File: config.mk
export PLATFORM = sky130hd
export DESIGN_NAME = ctmr
export DESIGN_NICKNAME = d
export VERILOG_FILES = /design/src/rtl/ctmr.sv
export SDC_FILE = /design/constraint.sdc
export NUM_CORES = 1
export LEC_CHECK = 0
export ABC_AREA = 1
export BUFFER_PORTS_ARGS = -buffer_cell sky130_fd_sc_hd__buf_2
export CORE_ASPECT_RATIO = 1.5
export CORE_MARGIN = 2
export CORE_UTILIZATION = 61
export DETAILED_ROUTE_END_ITERATION = 10
export PLACE_DENSITY = 0.84
export SYNTH_ARGS = -nofsm -noshare
export SYNTH_HDL_FRONTEND = slang
export SYNTH_SLANG_ARGS = --single-unit
File: constraint.sdc
create_clock -name clk -period 4.7 [get_ports clk]
set_input_delay 0.47 -clock clk [delete_from_list [all_inputs] [get_ports clk]]
set_output_delay 0.47 -clock clk [all_outputs]
set_load 0.05 [all_outputs]
File: src/rtl/ctmr.sv
`timescale 1ns/1ps
module ctmr #(
  parameter int DIVN = 16,
  parameter int SYNC_W = 3
) (
  input  logic        clk,
  input  logic        rst_n,
  input  logic        wr_en,
  input  logic [1:0]  wr_sel,
  input  logic [7:0]  wr_data,
  input  logic        start,
  input  logic        stop,
  input  logic        ext_clk,
  input  logic        txc_clk,
  input  logic        xtal_clk,
  output logic [15:0] count,
  output logic        sq_out,
  output logic        ready
);
  localparam int PSW = $clog2(DIVN);

  logic [2:0]        mode;
  logic [15:0]       preload;
  logic [PSW-1:0]    psc;
  logic              run;
  logic [SYNC_W-1:0] sy_ext, sy_txc, sy_xt;
  logic [2:0]        rise;
  logic              src_rise, use_div, tick, timer, reserved, start_ok, mode_wr, at_end;

  always_ff @(posedge clk or negedge rst_n)
    if (!rst_n) begin
      sy_ext <= '0; sy_txc <= '0; sy_xt <= '0;
    end else begin
      sy_ext <= {sy_ext[SYNC_W-2:0], ext_clk};
      sy_txc <= {sy_txc[SYNC_W-2:0], txc_clk};
      sy_xt  <= {sy_xt[SYNC_W-2:0], xtal_clk};
    end

  assign rise = {sy_xt[SYNC_W-2] & ~sy_xt[SYNC_W-1],
                 sy_txc[SYNC_W-2] & ~sy_txc[SYNC_W-1],
                 sy_ext[SYNC_W-2] & ~sy_ext[SYNC_W-1]};

  always_comb
    case (mode)
      3'b000, 3'b100, 3'b101: src_rise = rise[0];
      3'b001:                 src_rise = rise[1];
      3'b011, 3'b110, 3'b111: src_rise = rise[2];
      default:                src_rise = 1'b0;
    endcase

  assign use_div  = mode[0] & (mode[1] | mode[2]);
  assign timer    = mode[2];
  assign reserved = (mode == 3'b010);
  assign start_ok = start & ~reserved;
  assign mode_wr  = wr_en & (wr_sel == 2'b10);
  assign tick     = src_rise & (~use_div | (psc == PSW'(DIVN - 1)));
  assign at_end   = (count <= 16'd1);

  always_ff @(posedge clk or negedge rst_n)
    if (!rst_n) begin
      mode <= 3'b000; preload <= '0;
    end else if (wr_en) begin
      case (wr_sel)
        2'b00:   preload[7:0]  <= wr_data;
        2'b01:   preload[15:8] <= wr_data;
        2'b10:   mode          <= wr_data[2:0];
        default: ;
      endcase
    end

  always_ff @(posedge clk or negedge rst_n)
    if (!rst_n) psc <= '0;
    else if (mode_wr || start_ok) psc <= '0;
    else if (src_rise && use_div) psc <= (psc == PSW'(DIVN - 1)) ? '0 : psc + 1'b1;

  always_ff @(posedge clk or negedge rst_n)
    if (!rst_n) begin
      count <= '0; sq_out <= 1'b0; run <= 1'b0;
    end else if (start_ok) begin
      count <= preload; sq_out <= 1'b0; run <= ~timer;
    end else begin
      if (mode_wr) run <= 1'b0;
      if (tick && timer) begin
        if (at_end) begin
          count <= preload; sq_out <= ~sq_out;
        end else count <= count - 1'b1;
      end else if (tick && run) begin
        if (at_end) begin
          count <= '0; run <= 1'b0;
        end else count <= count - 1'b1;
      end
    end

  always_ff @(posedge clk or negedge rst_n)
    if (!rst_n) ready <= 1'b0;
    else if (stop || start_ok) ready <= 1'b0;
    else if (tick && at_end && (timer || run)) ready <= 1'b1;
endmodule

==> qor.csv <==
stage;metric;value;unit
placed_design;Inst Count DP;417;
final_layout;register area;0.00128;mm^2
final_layout;Non-Filler Instances;425;
sta;Slew Limit Fails;0;
sta;relative slew slack;55.3;%
sta;final worst slack;2.57;ns
setup_path;setup slack, reg-to-reg;2.57;ns
power_and_ir_drop;Tot Pwr;1.60;mW
detailed_routing;drt pass-1 iters;5;
clocking;CTS Hold Buffers Added;0;
logic_synthesis;Synth cell types;26;
final_layout;Final nets;399;
clocking;H-tree levels;2;
setup_path;CP max FO;21;
setup_path;critical path type;reg2reg;
placed_design;post-placement worst setup slack;2.61;ns
final_layout;area of the multi-input gates;0.00115;mm^2
logic_synthesis;cell taking the most area after synthesis;dfrtp_1;
placed_design;DPL Wire Length;4080;um
logic_synthesis;share of the synthesized area in the top cell type;48.3;%
detailed_routing;wire length per cell;13.4;um
setup_path;crit path cell chain;inv_1 > ha_1 > nand2_2 > a21oi_2 > nand2_1 > nand2_1 > nand3_1 > a21oi_1;
clocking;CTS tree;built;
sta;Slew @ Worst Pin;0.669;ns
sta;final hold violations;0;
detailed_routing;# DRC;0;
placed_design;placed cell areas;0.00283;mm^2
global_route;initial antenna violation count;0;
final_layout;FILL cells;360;
placed_design;RePlAce Congestion;0.893;
setup_path;Startpoint Class;register;
final_layout;fin area;0.00295;mm^2
setup_path;Top cell by count, worst path;nand2_1;
global_route;gr usage total;26.0;%
detailed_routing;via count;2309;
clocking;clock-pin slew on the worst setup and hold paths;0.09;ns
final_layout;ratio of cells with drive above 1 in the final layout;15.6;%
floorplanning;Chip Height;84.6;um
setup_path;Req. time, crit path;4.93;ns
floorplanning;Die Width;57.8;um
final_layout;highest-count cells in the layout ignoring fill and taps;nand2_1, dfrtp_1, nor2_1, inv_1, buf_2;
power_and_ir_drop;Max IR drop VDD;0.000399;V
placed_design;I/O Buffers;35;
logic_synthesis;largest cells by area after synthesis;dfrtp_1, nand2_1, nor2_1;
global_route;largest net degree at the start of global routing;52;
flow_run;Max Cap Violations;0;
sta;minimum clock period;2.13;ns
global_route;grt ovf;0;
logic_synthesis;Synth Instances;344;
detailed_routing;DRT Wirelength;5690;um
floorplanning;DIE AREA;0.00489;mm^2
clocking;Inserted Clock Buffers;5;
setup_path;Largest stage delay, worst path;0.52;ns
detailed_routing;vias per cell;5.43;
final_layout;ant diodes;0;
logic_synthesis;Yosys warning count;0;
clocking;CTS sink cnt;51;
logic_synthesis;Synth Area per Inst;7.69;um^2
sta;final setup fails;0;
power_and_ir_drop;total leakage power;1.53;nW
clocking;post_cts resized;0;
worst_hold_path;HP Class;in2async;
clocking;clock root buffer;clkbuf_8;
logic_synthesis;syn nets;365;
setup_path;Worst EP arrival;2.36;ns
clocking;Setup Fix Bufs, Post-CTS;0;
global_route;global-route wire length before repair;9920;um
setup_path;critical path's slowest cell;nand2_1;
logic_synthesis;Seq/Total Area, Yosys;48.3;%
setup_path;crit end category;register;
sta;worst hold slack;0.244;ns
floorplanning;Row Count;29;
floorplanning;Initial Util;62.8;%
floorplanning;# IOs;36;
floorplanning;Core Region;0.00421;mm^2
final_layout;area grow syn2layout;11.5;%
logic_synthesis;Cell Area, Synth;0.00264;mm^2
clocking;clock latency on the worst-skew pair;0.30;ns
final_layout;most common cell after layout, fill and taps aside;nand2_1;
sta;Fmax achieved;0.470;GHz
sta;Setup Skew;0.00685;ns
sta;RSZ-0062 raised after global routing;false;
power_and_ir_drop;Power Density;543;mW/mm^2
run_status;status;finished clean;
detailed_routing;DRT iter0 DRCs;71;
clocking;worst-case clock buffer depth;2;
global_route;vias in the first global route;2312;
sta;period utilization;45.3;%
final_layout;final core occ;70.1;%
detailed_routing;antenna-violating nets left;0;
sta;setup_tns;0;ns
logic_synthesis;Seq cells post-synth;51;
registers in the layout, indices dropped and copies added, names as in the netlist, 3 cells and up:
name and count:
sy_xt 3, preload 16, mode 3, psc 4
count 16, sy_ext 3, sy_txc 3
final cells by class:
| cell class | instances | share of cell area, % |
|---|---|---|
| Clock inverter | 2 | 1.32 |
| Clock buffer | 6 | 2.80 |
| Inverter | 44 | 5.60 |
| Tap cell | 46 | 1.95 |
| Sequential cell | 51 | 43.3 |
| Multi-Input combinational cell | 240 | 38.9 |
| Timing Repair Buffer | 36 | 6.19 |
cell families (layout without fill, tap and decap cells):
kind of cell / count (synthesis) / after routing / synth area share (%)
and+or+nand+nor: 174 / 174 / 27.9
AOI/OAI and AO/OA: 54 / 54 / 11.1
buffers and inverters: 53 / 88 / 8.38
DFF: 51 / 51 / 48.3
xor gates and xnor gates: 9 / 9 / 2.98
adders and majority gates: 3 / 3 / 1.42
final timing paths:
path	start	depth (start not counted)	endpoint
min in group clk	txc_clk	1	sy_txc[0]$_DFF_PN0_
setup / recovery	count[0]$_DFFE_PN0P_	8	count[3]$_DFFE_PN0P_
setup reg to reg	count[0]$_DFFE_PN0P_	8	count[3]$_DFFE_PN0P_
max in group asynchronous	rst_n	2	sy_xt[0]$_DFF_PN0_
hold / removal	rst_n	2	count[10]$_DFFE_PN0P_
hold reg to reg	sy_xt[0]$_DFF_PN0_	0	sy_xt[1]$_DFF_PN0_
synthesized netlist by cell type (all sizes together):
| master | n |
|---|---|
| nor3 | 1 |
| o21ai | 34 |
| clkbuf | 2 |
| xnor2 | 6 |
| nor2 | 47 |
| o2111ai | 1 |
| xor2 | 3 |
| inv | 44 |
| nand2 | 93 |
| nand3b | 4 |
| nand4 | 2 |
| or2 | 1 |
| nand3 | 26 |
| buf | 7 |
| a21oi | 19 |
| dfrtp | 51 |
| ha | 3 |
layer usage:
layer,track usage [%],vias up,wire length [um]
met2,45.4,52,2960
met4,12.5,0,185
met3,4.16,16,214
met1,30.2,1088,2330
li1,-,1153,-
met5,0,-,0
worst max-delay path, delay by kind of cell (launching register included):
| kind | cells | cell delay (ns) |
|---|---|---|
| and+or+nand+nor | 4 | 0.96 |
| buffers and inverters | 1 | 0.11 |
| DFF | 1 | 0.43 |
| adders and majority gates | 1 | 0.21 |
| AOI/OAI and AO/OA | 2 | 0.37 |
power breakdown:
part	internal (mW)	switching [mW]
clock	0.175	0.145
sequential	0.530	0.108
combinational	0.181	0.462
Note: power is estimated with default switching activity, not from simulation.
